File: config.mk
export PLATFORM = sky130hd
export DESIGN_NAME = irq_capture_unit
export DESIGN_NICKNAME = d
export VERILOG_FILES = /design/src/rtl/irq_unit_pkg.sv /design/src/rtl/irq_latch.sv /design/src/rtl/irq_select.sv /design/src/rtl/irq_sequencer.sv /design/src/rtl/irq_capture_unit.sv
export SDC_FILE = /design/constraint.sdc
export NUM_CORES = 1
export LEC_CHECK = 0
export ABC_AREA = 1
export BUFFER_PORTS_ARGS = -buffer_cell sky130_fd_sc_hd__buf_2
export CORE_ASPECT_RATIO = 0.8
export CORE_MARGIN = 2
export CORE_UTILIZATION = 35
export CTS_CLUSTER_SIZE = 28
export DETAILED_ROUTE_END_ITERATION = 7
export GPL_TIMING_DRIVEN = 0
export SETUP_SLACK_MARGIN = 0.02
export SLEW_MARGIN = 20
export SYNTH_ARGS = -nofsm -noshare
export SYNTH_HDL_FRONTEND = slang
export SYNTH_SLANG_ARGS = --single-unit
File: constraint.sdc
create_clock -name clk -period 2 [get_ports clk]
set_clock_uncertainty 0.05 [all_clocks]
set_input_delay 0.3 -clock clk [delete_from_list [all_inputs] [get_ports clk]]
set_output_delay 0.3 -clock clk [all_outputs]
set_load 0.02 [all_outputs]
File: src/rtl/irq_unit_pkg.sv
// Package: condition index map and mode type shared by the interrupt unit.
// Assumes fixed conditions occupy the low indices; external lines follow.
package irq_unit_pkg;
    localparam int IDX_PWR_FAIL    = 0;
    localparam int IDX_PWR_RESTART = 1;
    localparam int IDX_MEM_ERR     = 2;
    localparam int IDX_ILLEGAL     = 3;
    localparam int IDX_BOUNDS      = 4;
    localparam int IDX_ARITH       = 5;
    localparam int IDX_IO_ABORT    = 6;
    localparam int IDX_DATA_ABSENT = 7;
    localparam int IDX_IO_DONE     = 8;
    localparam int IDX_RTC         = 9;
    localparam int IDX_XCPU        = 10;
    localparam int IDX_HALT        = 11;
    localparam int NUM_FIXED       = 12;

    typedef enum logic {
        MODE_NORMAL  = 1'b0,
        MODE_CONTROL = 1'b1
    } cpu_mode_e;
endpackage

File: src/rtl/irq_latch.sv
// Module: mask register and interrupt register.
// A condition (or privilege fault) sets its bit only where the mask is 1;
// the bit being taken this edge is cleared before new sets are merged.
// Assumes take_clr_i is one-hot or zero.
module irq_latch #(
    parameter int N_SRC = 28
) (
    input  logic             clk,
    input  logic             rst_n,
    input  logic [N_SRC-1:0] cond_i,
    input  logic             priv_fault_i,
    input  logic             mask_load_i,
    input  logic [N_SRC-1:0] mask_data_i,
    input  logic [N_SRC-1:0] take_clr_i,
    output logic [N_SRC-1:0] pending_o
);
    import irq_unit_pkg::*;

    logic [N_SRC-1:0] mask_q;
    logic [N_SRC-1:0] pend_q;
    logic [N_SRC-1:0] raw_set;
    logic [N_SRC-1:0] pend_d;

    // Merge external conditions with the internally raised illegal-op fault.
    always_comb begin
        raw_set = cond_i;
        raw_set[IDX_ILLEGAL] = cond_i[IDX_ILLEGAL] | priv_fault_i;
    end

    // Next interrupt register: drop the taken bit, add newly accepted bits.
    always_comb begin
        pend_d = (pend_q & ~take_clr_i) | (raw_set & mask_q);
    end

    // Mask register, loaded only when the privileged write is granted.
    always_ff @(posedge clk) begin
        if (!rst_n) begin
            mask_q <= '1;
        end else if (mask_load_i) begin
            mask_q <= mask_data_i;
        end
    end

    // Interrupt register state.
    always_ff @(posedge clk) begin
        if (!rst_n) begin
            pend_q <= '0;
        end else begin
            pend_q <= pend_d;
        end
    end

    assign pending_o = pend_q;
endmodule

File: src/rtl/irq_select.sv
// Module: eligibility filter and fixed-priority encoder.
// Indices below HI_LEVELS are eligible in any mode; the rest only in
// normal mode. The lowest eligible index wins. Purely combinational.
module irq_select #(
    parameter int N_SRC     = 28,
    parameter int HI_LEVELS = 1,
    parameter int IDX_W     = 5
) (
    input  logic [N_SRC-1:0] pending_i,
    input  logic             ctl_mode_i,
    output logic             any_o,
    output logic [IDX_W-1:0] idx_o
);
    logic [N_SRC-1:0] elig;

    // Per-bit eligibility class chosen at elaboration.
    for (genvar g = 0; g < N_SRC; g++) begin : g_elig
        if (g < HI_LEVELS) begin : g_hi
            assign elig[g] = pending_i[g];
        end else begin : g_lo
            assign elig[g] = pending_i[g] & ~ctl_mode_i;
        end
    end

    // Lowest-index search over eligible bits.
    always_comb begin
        idx_o = '0;
        for (int i = N_SRC - 1; i >= 0; i--) begin
            if (elig[i]) idx_o = IDX_W'(i);
        end
        any_o = |elig;
    end
endmodule

File: src/rtl/irq_sequencer.sv
// Module: mode state, program-counter save and fetch redirect.
// A return in control mode wins over a take at the same edge. Saved PC
// is written only on a take from normal mode, so nested takes keep it.
module irq_sequencer #(
    parameter int N_SRC    = 28,
    parameter int PC_W     = 16,
    parameter int VEC_BASE = 'h100,
    parameter int IDX_W    = 5
) (
    input  logic             clk,
    input  logic             rst_n,
    input  logic             any_i,
    input  logic [IDX_W-1:0] idx_i,
    input  logic [PC_W-1:0]  pc_i,
    input  logic             rfc_i,
    output logic             ctl_mode_o,
    output logic [N_SRC-1:0] take_clr_o,
    output logic             redirect_o,
    output logic [PC_W-1:0]  redirect_addr_o,
    output logic [PC_W-1:0]  saved_pc_o
);
    import irq_unit_pkg::*;

    localparam logic [PC_W-1:0] BASE_V = PC_W'(VEC_BASE);

    cpu_mode_e       mode_q;
    logic            do_ret;
    logic            do_take;
    logic [PC_W-1:0] vec_addr;

    // Decide between return and take for this edge.
    always_comb begin
        do_ret   = (mode_q == MODE_CONTROL) && rfc_i;
        do_take  = any_i && !do_ret;
        vec_addr = BASE_V + (PC_W'(idx_i) << 2);
    end

    // One-hot clear of the bit being taken.
    for (genvar g = 0; g < N_SRC; g++) begin : g_clr
        assign take_clr_o[g] = do_take && (idx_i == IDX_W'(g));
    end

    // Mode, saved PC and redirect registers.
    always_ff @(posedge clk) begin
        if (!rst_n) begin
            mode_q          <= MODE_NORMAL;
            redirect_o      <= 1'b0;
            redirect_addr_o <= '0;
            saved_pc_o      <= '0;
        end else begin
            redirect_o <= 1'b0;
            if (do_ret) begin
                mode_q          <= MODE_NORMAL;
                redirect_o      <= 1'b1;
                redirect_addr_o <= saved_pc_o;
            end else if (do_take) begin
                mode_q          <= MODE_CONTROL;
                redirect_o      <= 1'b1;
                redirect_addr_o <= vec_addr;
                if (mode_q == MODE_NORMAL) saved_pc_o <= pc_i;
            end
        end
    end

    assign ctl_mode_o = (mode_q == MODE_CONTROL);
endmodule

File: src/rtl/irq_capture_unit.sv
// Module: top of the per-processor interrupt unit. Wires the latch,
// selector and sequencer, and turns privileged requests made in normal
// mode into an illegal-operation condition.
module irq_capture_unit #(
    parameter int N_EXT     = 16,
    parameter int PC_W      = 16,
    parameter int VEC_BASE  = 'h100,
    parameter int HI_LEVELS = 1,
    localparam int N_SRC    = irq_unit_pkg::NUM_FIXED + N_EXT,
    localparam int IDX_W    = $clog2(N_SRC)
) (
    input  logic             clk,
    input  logic             rst_n,
    input  logic [N_SRC-1:0] cond_i,
    input  logic             mask_wr_i,
    input  logic [N_SRC-1:0] mask_data_i,
    input  logic             rfc_i,
    input  logic [PC_W-1:0]  pc_i,
    output logic             redirect_o,
    output logic [PC_W-1:0]  redirect_addr_o,
    output logic [PC_W-1:0]  saved_pc_o,
    output logic             ctl_mode_o,
    output logic [N_SRC-1:0] pending_o
);
    logic             priv_fault;
    logic             mask_load;
    logic [N_SRC-1:0] take_clr;
    logic             any_elig;
    logic [IDX_W-1:0] sel_idx;

    // Privilege gate on mask load and return.
    always_comb begin
        mask_load  = mask_wr_i & ctl_mode_o;
        priv_fault = ~ctl_mode_o & (mask_wr_i | rfc_i);
    end

    irq_latch #(.N_SRC(N_SRC)) u_latch (
        .clk         (clk),
        .rst_n       (rst_n),
        .cond_i      (cond_i),
        .priv_fault_i(priv_fault),
        .mask_load_i (mask_load),
        .mask_data_i (mask_data_i),
        .take_clr_i  (take_clr),
        .pending_o   (pending_o)
    );

    irq_select #(.N_SRC(N_SRC), .HI_LEVELS(HI_LEVELS), .IDX_W(IDX_W)) u_select (
        .pending_i (pending_o),
        .ctl_mode_i(ctl_mode_o),
        .any_o     (any_elig),
        .idx_o     (sel_idx)
    );

    irq_sequencer #(.N_SRC(N_SRC), .PC_W(PC_W), .VEC_BASE(VEC_BASE), .IDX_W(IDX_W)) u_seq (
        .clk            (clk),
        .rst_n          (rst_n),
        .any_i          (any_elig),
        .idx_i          (sel_idx),
        .pc_i           (pc_i),
        .rfc_i          (rfc_i),
        .ctl_mode_o     (ctl_mode_o),
        .take_clr_o     (take_clr),
        .redirect_o     (redirect_o),
        .redirect_addr_o(redirect_addr_o),
        .saved_pc_o     (saved_pc_o)
    );
endmodule

==> results of run 1 <==
## final timing paths
path | startpoint | end | slack [ns] | depth (start not counted)
worst max-delay path | u_seq.ctl_mode_o | u_latch.pending_o[5] | -0.72 | 14
worst min-delay path | mask_data_i[3] | u_latch.mask_q[3] | 0.10 | 3
worst max register to register | u_seq.ctl_mode_o | u_latch.pending_o[5] | -0.72 | 14
worst min register to register | u_seq.redirect_addr_o[7] | u_seq.redirect_addr_o[7] | 0.41 | 2
## worst register-to-register path: cells and delay by family (launching register included)
kind | cells | cell delay, ns
AOI/OAI and AO/OA | 3 | 0.47
buffers and inverters | 4 | 0.45
DFF | 1 | 0.39
and+or+nand+nor | 7 | 1.24
## synth_stat cells (3+ instances only)
library cell,count,area (um2)
a21oi_2,5,43.79
dfxtp_1,90,1802
o21ai_0,26,130.1
nand4_1,10,62.56
nand2_1,189,709.4
a21oi_1,38,190.2
nand2_4,3,33.78
nand3_1,33,165.2
nor2_1,55,206.5
o21ai_1,7,35.03
clkbuf_1,14,52.55
o21bai_1,8,60.06
inv_2,4,15.01
nand2_2,3,18.77
inv_1,24,90.09
a31oi_1,3,18.77
## flip-flops by register name, indices dropped and copies added, names as in the netlist
name	count
u_latch.mask_q	28
u_seq.ctl_mode_o	1
u_latch.pending_o	28
u_seq.redirect_addr_o	16
u_seq.redirect_o	1
u_seq.saved_pc_o	16
## layout make-up
type / instances / area share
tap: 140 / 0.03238
clock buffer: 14 / 0.04880
buffer: 21 / 0.02428
multi-input combinational: 388 / 0.3649
sequential: 90 / 0.3346
clock inverter: 2 / 0.006475
inverter: 30 / 0.02313
timing repair buffer: 158 / 0.1654
## per-stage QoR
step / total power [mW] / hold slack [ns] / std cells / setup TNS, ns / instance area, um2
floorplan: 2.677 / 0.3632 / 529 / -3.861 / 3807
global placement: 3.019 / 0.3963 / 806 / -23.29 / 4668
detailed placement: 3.025 / 0.3990 / 806 / -23.81 / 4668
CTS: 4.843 / 0.09363 / 840 / -19.23 / 5209
global route: 5.165 / 0.1025 / 843 / -32.93 / 5410
finish: 4.926 / 0.1042 / 843 / -21.15 / 5410
## routing by layer
metal | up-vias | track usage | part of all wire
li1 | 2061 | - | -
met1 | 1907 | 0.2761 | 0.47
met2 | 108 | 0.3278 | 0.46
met3 | 12 | 0.05483 | 0.061
met4 | 0 | 0.05520 | 0.012
met5 | - | 0 | 0
## cells by family after synthesis
| logic type | after synthesis |
|---|---|
| buffers and inverters | 51 |
| AO/OA/AOI/OAI | 91 |
| AND/OR/NAND/NOR | 297 |
| flip-flops | 90 |
## power by group through the flow
stage / combinational (mW) / sequential (mW) / clock (mW)
final: 1.19 / 2.04 / 1.70
after floorplan: 0.508 / 2.17 / 0
after CTS: 1.08 / 2.03 / 1.74
after global routing: 1.30 / 2.05 / 1.81
after detailed placement: 0.957 / 2.07 / 0
after global placement: 0.955 / 2.06 / 0
## timing repair
action	CTS	global route
gates cloned	1	0
setup endpoints to repair	61	62
resized for setup	45	52
pin swaps	10	18
buffers inserted	17	3
==> summary.txt, run 1 <==
Setup path
  • Setup CP Type: flop to flop
  • Crit path max-delay cell type: nor2_1
  • CP delay by family, top: simple AND/OR/NAND/NOR gates
  • WP data required: 2.15 ns
  • Startpoint Class: flop
  • CP Buf/Inv Count: 4
  • CP dominant cell by count: nand2_2
  • Setup crit end kind: flop
  • Slowest stage delay, CP: 0.45 ns
  • Worst path cell trace: inv_8, buf_6, buf_12, nand2_2, nand2_2, nor2_4, nand2_2, o21bai_1, nand2_1, inv_1, nor2_1, nand4_1, o21bai_1, a21oi_1
  • Crit path DAT: approximately 2.9 ns
  • Critical Path Fanout Max: 10

Final layout
  • Layout fillers: between 1,000 and 1,500
  • Most common cell after layout, fill and taps aside: nand2_1
  • Most frequent cells in the layout: nand2_1 (165), buf_2 (137), dfxtp_1 (85)
  • Layout cells sized above 1: 0.3627
  • FF+latch area: between 1500 and 2000 um2
  • Finished Core Util: 0.5220
  • Multi-input logic area: slightly below 2000 um2
  • Diodes inserted: 0
  • Nets: ~770
  • Syn-to-layout area delta: 43.51%

Power and ir drop
  • Combinational cell fraction of total power: 0.242
  • Peak supply drop: approximately 0.40 mV
  • LEAKAGE: between 2 and 3 nW
  • Clk pwr share: 0.345
  • Switch share: 0.3043
  • Pwr per Cell Area: 910.5 nW/um2
  • Flop pwr share: 0.413
  • Int Power: roughly 3.4 mW
  • Sw Pwr: 1.499 mW

Min path
  • Worst Hold Class: input port to flop

Place
  • IO Port Bufs: between 100 and 150
  • Post-DP HPWL: a little over 9 mm
  • Final GP Congestion: 0.8894
  • Pre-CTS setup slack: -0.6745 ns

Status
  • Failing checks: setup timing
  • Status: complete, but fails checks

Detailed routing
  • Drt initial violations: 200
  • Antenna Violating Nets Remaining: 0
  • Final Routed Wirelength: between 10 and 15 mm
  • Vias per cell: 4.849
  • Drt drc: 0
  • Via Count: roughly 4,000
  • WL/cell: between 10 and 15 um
  • First drt pass iteration count: 4

STA
  • FMAX: 367.3 MHz
  • Relative slew slack: 0.6026
  • Tightest Pin Transition: 0.5962 ns
  • Tcrit/Tclk final: 1.361
  • Setup violators final: slightly below 60
  • Fin crit period: roughly 2.7 ns
  • Endpoints failing hold: 0
  • Fin. max-slew vios: 0
  • RSZ-0062 raised after global routing: true
  • Fin worst setup slack: -0.7226 ns

Synthesis
  • #FFs+latches synth: 90
  • Top_reg_cell synth: dfxtp_1
  • Synthesized area per cell: between 7 and 8 um2
  • Main combinational cell family by area after synthesis: simple AND/OR/NAND/NOR gates
  • Synth Instances: about 530
  • Post-Synth XOR/XNOR Area: 0
  • Asr flop ratio synth: 0
  • Post-synth EDFFs: 0
  • Unique masters post-synth: 29
  • Synth Area in Adders: 0
  • Synth Cell Area: ~3800 um2
  • Yosys warns: 0
  • Syn nets: between 600 and 700
  • Post-synthesis compound-gate area fraction: 0.1354
  • Multiplexer share of the synthesized area: 0
  • Simple-gate share of the synthesized area: 0.3272
  • Seq/Total Area, Yosys: 0.4779

Clock network
  • Hold buffers post-CTS: 0
  • CTS H-tree lvls: 3
  • TritonCTS Buffers: 9
  • Clock latency on the worst-skew pair: around 0.34 ns
  • Root buf cell: clkbuf_16
  • Clock Path Buffers: 2
  • Clk sinks: 90
  • CTS tree: done
  • Clk slew on worst S/H paths: around 0.060 ns

Global routing
  • Largest net degree at the start of global routing: 14
  • Number of global-route vias before repair: ~4,000
  • Initial antenna violation count: 0
  • Gr usage total: 0.2062
  • Global-route wire length before repair: about 19 mm
  • GR Overflow Total: 0

Floorplan
  • Die W: about 120 um
  • IO Pins: 138
  • Initial core utilization: 0.3638
  • Die Area: 11,620 um2
  • Row count: 33
  • Die Y: roughly 97 um
  • Core Region: slightly above 10,000 um2

Run
  • Max Cap Viol: 0
Note: power is estimated with default switching activity, not from simulation.
==> inputs of run 2 (changes only) <==
CTS_BUF_LIST = sky130_fd_sc_hd__clkbuf_8   (was default)
==> summary.txt, run 2 (synthesized netlist as in run 1, its figures left out) <==
Clock network
  • Clk slew on worst S/H paths: 0.08 ns (+0.02 ns)
  • Clock latency on the worst-skew pair: 0.37 ns (+0.03 ns)
  • Root buf cell: clkbuf_8
  • TritonCTS Buffers: 9 (unchanged)
  • CTS tree: done
  • CTS H-tree lvls: 3 (unchanged)
  • Clk sinks: 90 (unchanged)
  • Clock Path Buffers: 2 (unchanged)

Global routing
  • Largest net degree at the start of global routing: 14 (unchanged)
  • Number of global-route vias before repair: 3,896 (-0.71%)
  • Met3 Use GR: 0.06545 (+0.01061)
  • Met1 usage: 0.2776 (+0.001461)
  • Gr usage total: 0.2071 (+0.0008695)
  • Met2 GRT Util: 0.3239 (-0.003934)
  • Initial antenna violation count: 0 (unchanged)
  • Global-route wire length before repair: 18.93 mm (-0.22%)
  • Most Used Layer, Global Route: met2
  • GR Overflow Total: 0 (unchanged)

Final layout
  • Most frequent cells in the layout: nand2_1 (156), buf_2 (137), dfxtp_1 (85)
  • Layout fillers: 1,010 (-2.8%)
  • Final instance area: 5652 um2 (+4.5%)
  • Nets: 787 (+1.7%)
  • Layout cells sized above 1: 0.4092 (+0.04649)
  • Most common cell after layout, fill and taps aside: nand2_1
  • Syn-to-layout area delta: 49.92%
  • Diodes inserted: 0 (unchanged)

STA
  • FMAX: 376.1 MHz (+2.4%)
  • Setup TNS: -25.46 ns (-4.316 ns)
  • Tightest Pin Transition: 0.6043 ns (+0.008176 ns)
  • Fin. max-slew vios: 0 (unchanged)
  • Relative slew slack: 0.5971 (-0.005451)
  • Fin worst setup slack: -0.6588 ns (+0.06374 ns)
  • Tcrit/Tclk final: 1.329 (-0.03187)
  • Setup violators final: 61 (+3.4%)
  • RSZ-0062 raised after global routing: true
  • Fin crit period: 2.659 ns (-0.06374 ns)
  • Endpoints failing hold: 0 (unchanged)

Power and ir drop
  • LEAKAGE: 2.777 nW (+3.9%)
  • Flop pwr share: 0.444 (+0.031)
  • Int Power: 3.079 mW (-10%)
  • Combinational cell fraction of total power: 0.282 (+0.040)
  • Sw Pwr: 1.516 mW (+1.1%)
  • Peak supply drop: 0.3226 mV (-19%)
  • Switch share: 0.3299 (+0.02560)
  • Clk pwr share: 0.273 (-0.072)
  • Pwr per Cell Area: 813.1 nW/um2 (-11%)

Detailed routing
  • Drt initial violations: 195 (-2.5%)
  • Antenna Violating Nets Remaining: 0 (unchanged)
  • Via Count: 4,136 (+1.2%)
  • Drt drc: 0 (unchanged)
  • Vias per cell: 4.832 (-0.36%)
  • First drt pass iteration count: 4 (unchanged)
  • WL/cell: 14.59 um (+3.6%)
  • Final Routed Wirelength: 12.49 mm (+5.2%)

Setup path
  • CP Buf/Inv Count: 9 (+5)
  • Worst path cell trace: inv_8, buf_8, buf_6, buf_6, buf_12, nand2_8, nand2_4, inv_2, nand2_2, inv_2, nand2_4, inv_1, nand2_1, inv_1, nor2_1, nand4_1, o21bai_1, a21oi_1
  • Setup crit end kind: flop
  • Crit path DAT: 2.85 ns (-0.03 ns)
  • WP data required: 2.19 ns (+0.04 ns)
  • CP delay by family, top: simple AND/OR/NAND/NOR gates
  • Crit path max-delay cell type: nor2_1
  • Critical Path Fanout Max: 7 (-3)
  • Slowest stage delay, CP: 0.44 ns (about the same)
  • Worst path depth: 18 (+4)
  • Worst R2R Path Depth: 18 (+4)
  • Startpoint Class: flop
  • Setup CP Type: flop to flop

Place
  • IO Port Bufs: 137 (unchanged)
  • Final GP Congestion: 0.8894 (unchanged)
  • DP Area: 4668 um2 (unchanged)
  • Post-DP HPWL: 9.119 mm (unchanged)

Floorplan
  • IO Pins: 138 (unchanged)
  • Core Region: 10,360 um2 (unchanged)
  • Initial core utilization: 0.3638 (unchanged)
  • Die W: 120.0 um (unchanged)
  • Row count: 33 (unchanged)
  • Die Area: 11,620 um2 (unchanged)
  • Die Y: 96.83 um (unchanged)

Min path
  • Worst Hold Class: input port to flop
  • Hold path depth: 3 (unchanged)

Run
  • Max Cap Viol: 0 (unchanged)

Status
  • Failing checks: setup timing
  • Status: complete, but fails checks
-- run 2: cell count changes in the layout (fill, tap and decap cells not counted), moves of 2 or more --
| cell | previous run | this run |
|---|---|---|
| nor2_1 | 47 | 34 |
| nor2_4 | 7 | 18 |
| nand2_1 | 165 | 156 |
| nand2_4 | 6 | 15 |
| clkbuf_8 | 3 | 11 |
| clkbuf_16 | 9 | 2 |
| buf_6 | 10 | 15 |
| buf_4 | 13 | 17 |
| buf_8 | 0 | 4 |
| clkbuf_1 | 16 | 13 |
| inv_1 | 20 | 23 |
| o21ai_2 | 8 | 11 |
| nor2_2 | 3 | 5 |
| o21ai_1 | 20 | 18 |
-- run 2: worst min-delay path: stages --
cell and delay, ns:
buf_2 0.07, nand2_1 0.04, nand3_1 0.05
-- run 2: path summary, 6_finish.rpt --
path	from	end	slack [ns]
hold reg to reg	u_seq.redirect_addr_o[7]	u_seq.redirect_addr_o[7]	0.41
hold / removal	mask_data_i[14]	u_latch.mask_q[14]	0.07
setup reg to reg	u_seq.ctl_mode_o	u_latch.pending_o[5]	-0.66
setup / recovery	u_seq.ctl_mode_o	u_latch.pending_o[5]	-0.66
-- run 2: final cells by class --
class,instances,area [um2],share of cell area
Buffer,21,140.1,0.02480
Clock buffer,11,151.4,0.02679
Clock inverter,5,46.29,0.008191
Inverter,30,127.6,0.02258
Multi-Input combinational cell,388,2152,0.3808
Sequential cell,90,1810,0.3203
Tap cell,140,175.2,0.03099
Timing Repair Buffer,171,1049,0.1855
-- run 2: per-layer routing --
metal	routed length [um]	part of all wire
met2	5662	0.45
met5	0	0
met1	5880	0.47
met3	835	0.067
met4	112	0.0090
-- run 2: repair_timing --
action                     CTS  global route
setup endpoints to repair   61            62
pin swaps                   10            27
hold buffers                 0             0
resized for setup           38           124
setup buffers               13            17
cloned                       2             2
-- run 2: through the flow --
stage                     power [mW]  utilization  setup slack [ns]  hold WS (ns)  instances
after floorplan                2.677            -           -0.1695        0.3632        529
after global placement         3.019       0.4504           -0.6307        0.3963        806
after detailed placement       3.025       0.4504           -0.6745        0.3990        806
after CTS                      4.381       0.4894           -0.6360       0.05176        837
after global routing           4.838       0.5453           -0.9582       0.05608        856
final                          4.595       0.5453           -0.6588       0.06949        856
-- run 2: power by group through the flow --
stage	Clock (mW)	Combinational [mW]	Sequential, mW
floorplan	0	0.508	2.17
global placement	0	0.955	2.06
detailed placement	0	0.957	2.07
CTS	1.29	1.07	2.03
global route	1.37	1.41	2.06
finish	1.26	1.30	2.04
==> inputs of run 3 (changes only) <==
REMOVE_ABC_BUFFERS = 1   (was default)
SYNTH_HIERARCHICAL = 1   (was default)
clock period = 2.8 ns   (was 2 ns; I/O delays follow)
==> summary.txt, run 3 <==
Power and ir drop
  • LEAKAGE: 2.518 nW (-9.3%)
  • Power, Total: 2.927 mW (-36%)
  • Peak supply drop: 0.3167 mV (-1.8%)
  • Pwr per Cell Area: 573.8 nW/um2 (-29%)

Min path
  • Hold path startpoint: mask_data_i[16]
  • Worst Hold Class: input port to flop
  • Hold path endpoint: u_latch/mask_q[16]
  • Hold path depth: 3 (unchanged)

Place
  • Final GP Congestion: 0.8011 (-9.9%)
  • Pre-CTS setup slack: -0.7148 ns (-0.04023 ns)
  • IO Port Bufs: 137 (unchanged)
  • Placed cells: 857 (+6.3%)
  • Post-DP HPWL: 8.194 mm (-10%)

Clock network
  • Clk slew on worst S/H paths: 0.09 ns (about the same)
  • CTS H-tree lvls: 3 (unchanged)
  • Root buf cell: clkbuf_8
  • Clock Path Buffers: 2 (unchanged)
  • TritonCTS Buffers: 9 (unchanged)
  • Clk sinks: 90 (unchanged)
  • Clock latency on the worst-skew pair: 0.36 ns (about the same)
  • CTS tree: done

Synthesis
  • Yosys top cell area share: 0.4386 (-0.03931)
  • Yosys top cell by area: dfxtp_1
  • Synth Instances: 599 (+13%)
  • Post-synth top cells: nand2_1 (227), dfxtp_1 (90), nand3_1 (51), a21oi_1 (49), nor2_1 (49)
  • Unique masters post-synth: 25 (-14%)
  • Most common cell in the synthesized netlist: nand2_1
  • Synth Cell Area: 4108 um2 (+9.0%)
  • Post-synth EDFFs: 0 (unchanged)
  • Synthesized area per cell: 6.858 um2 (-3.8%)
  • Seq/Total Area, Yosys: 0.4386 (-0.03931)
  • #FFs+latches synth: 90 (unchanged)
  • Asr flop ratio synth: 0 (unchanged)
  • Top_reg_cell synth: dfxtp_1
  • Synth area leaders: dfxtp_1 (44%), nand2_1 (21%), nand3_1 (6.2%), a21oi_1 (6.0%), nor2_1 (4.5%)
  • Yosys warns: 6 (+6)

Detailed routing
  • First drt pass iteration count: 4 (unchanged)
  • Vias per cell: 4.675 (-3.2%)
  • Via Count: 4,105 (-0.75%)
  • Final Routed Wirelength: 11.09 mm (-11%)
  • Drt drc: 0 (unchanged)
  • Antenna Violating Nets Remaining: 0 (unchanged)
  • Drt initial violations: 211 (+8.2%)
  • WL/cell: 12.63 um (-13%)

Setup path
  • Setup crit end kind: flop
  • Worst R2R Path Depth: 34 (+16)
  • Reg2reg end: u_latch/pending_o[5]
  • Crit path DAT: 2.92 ns (+0.07 ns)
  • Reg-to-reg startpoint: u_seq/ctl_mode_o
  • Setup CP Type: flop to flop
  • CP dominant cell by count: nand2_1
  • Critical Path Fanout Max: 8 (+1)
  • Slowest stage delay, CP: 0.37 ns (-0.07 ns)
  • Flop-to-flop setup slack: 0.06 ns (+0.72 ns)
  • Crit path max-delay cell type: dfxtp_4
  • WP data required: 2.98 ns (+0.79 ns)
  • Startpoint Class: flop

STA
  • Relative slew slack: 0.3702 (-0.2269)
  • Tightest Pin Transition: 0.9437 ns (+0.3393 ns)
  • Fin. max-slew vios: 0 (unchanged)
  • Tcrit/Tclk final: 0.9789 (-0.3505)
  • RSZ-0062 raised after global routing: true
  • Endpoints failing hold: 0 (unchanged)
  • Setup violators final: 0 (-100%)
  • FMAX: 364.8 MHz (-3.0%)
  • Fin crit period: 2.741 ns (+0.08213 ns)
  • Fin worst setup slack: 0.05904 ns (+0.7179 ns)

Final layout
  • Layout fillers: 1,244 (+23%)
  • Most common cell after layout, fill and taps aside: nand2_1
  • Layout cells sized above 1: 0.3014 (-0.1078)
  • Non-Filler Instances: 878 (+2.6%)
  • Diodes inserted: 0 (unchanged)
  • Most frequent cells in the layout: nand2_1 (217), buf_2 (137), dfxtp_1 (88)
  • Nets: 801 (+1.8%)
  • Syn-to-layout area delta: 24.19%

Global routing
  • Global-route wire length before repair: 18.24 mm (-3.6%)
  • Number of global-route vias before repair: 3,818 (-2.0%)
  • Gr usage total: 0.1789 (-0.02813)
  • Initial antenna violation count: 0 (unchanged)
  • Largest net degree at the start of global routing: 37 (+23)
  • GR Overflow Total: 0 (unchanged)

Floorplan
  • Core Region: 11,470 um2 (+11%)
  • Initial core utilization: 0.3580 (-0.005742)
  • Die Y: 100.9 um (+4.2%)
  • Row count: 35 (+6.1%)
  • IO Pins: 138 (unchanged)
  • Die Area: 12,620 um2 (+8.6%)
  • Die W: 125.1 um (+4.2%)

Run
  • Max Cap Viol: 0 (unchanged)

Status
  • Status: complete, no violations
==> run 3: area by class of cell <==
type | count | area [um2] | share of cell area
timing repair buffer | 141 | 719.4 | 0.1410
inverter | 53 | 215.2 | 0.04219
multi-input combinational | 429 | 1997 | 0.3915
tap | 148 | 185.2 | 0.03630
clock buffer | 9 | 123.9 | 0.02428
clock inverter | 7 | 47.55 | 0.009321
sequential | 90 | 1807 | 0.3542
timing repair inverter | 1 | 6.256 | 0.001226
==> run 3: worst max-delay path by stage <==
stage | to | cells past startpoint | from
floorplan | u_latch/pending_o[5] | 33 | u_seq/ctl_mode_o
global placement | u_latch/pending_o[1] | 34 | u_seq/ctl_mode_o
detailed placement | u_latch/pending_o[1] | 34 | u_seq/ctl_mode_o
CTS | u_latch/pending_o[4] | 34 | u_latch/pending_o[26]
global route | u_latch/pending_o[27] | 34 | u_seq/ctl_mode_o
finish | u_latch/pending_o[5] | 34 | u_seq/ctl_mode_o
==> run 3: critical path, delay by kind of cell (launching register included) <==
kind / cells / cell delay (ns)
flip-flops: 1 / 0.37
buffers and inverters: 3 / 0.20
AO/OA/AOI/OAI: 2 / 0.22
AND/OR/NAND/NOR: 29 / 1.75
==> run 3: where the power goes <==
| group | leakage, nW | total (mW) | internal, mW | switching, mW |
|---|---|---|---|---|
| clock | 0.0904 | 0.786 | 0.320 | 0.466 |
| combinational | 1.68 | 0.697 | 0.239 | 0.457 |
| sequential | 0.745 | 1.44 | 1.37 | 0.0705 |
==> run 3: logic make-up after synthesis <==
logic type,after synthesis,share of synthesized area
flip-flops,90,0.4386
buffers and inverters,80,0.1014
AO/OA/AOI/OAI,72,0.09839
AND/OR/NAND/NOR,357,0.3616
==> run 3: metrics by stage <==
step	hold WS (ns)	setup TNS (ns)	util	area [um2]
2_1_floorplan	0.3725	-1.939	-	3891
3_3_place_gp	0.3856	-26.11	0.4150	4762
3_5_place_dp	0.3922	-28.65	0.4150	4762
4_1_cts	0.1869	-0.07167	0.4363	5006
5_1_grt	0.1884	-4.892	0.4446	5101
6_report	0.2071	0	0.4446	5101
==> run 3: routing by layer <==
| layer | wire length [um] | track usage | up-vias |
|---|---|---|---|
| met1 | 5215 | 0.2374 | 1840 |
| met4 | 175 | 0.05983 | 0 |
| met3 | 781 | 0.05945 | 13 |
| met5 | 0 | 0 | - |
| met2 | 4914 | 0.2751 | 100 |
| li1 | - | - | 2152 |
==> run 3: what timing repair did <==
action                     CTS  global route
buffers inserted             4             0
setup endpoints to repair   62            39
pin swaps                    2            26
hold buffers                 0             0
cloned                       1             0
gates resized for setup     11            33
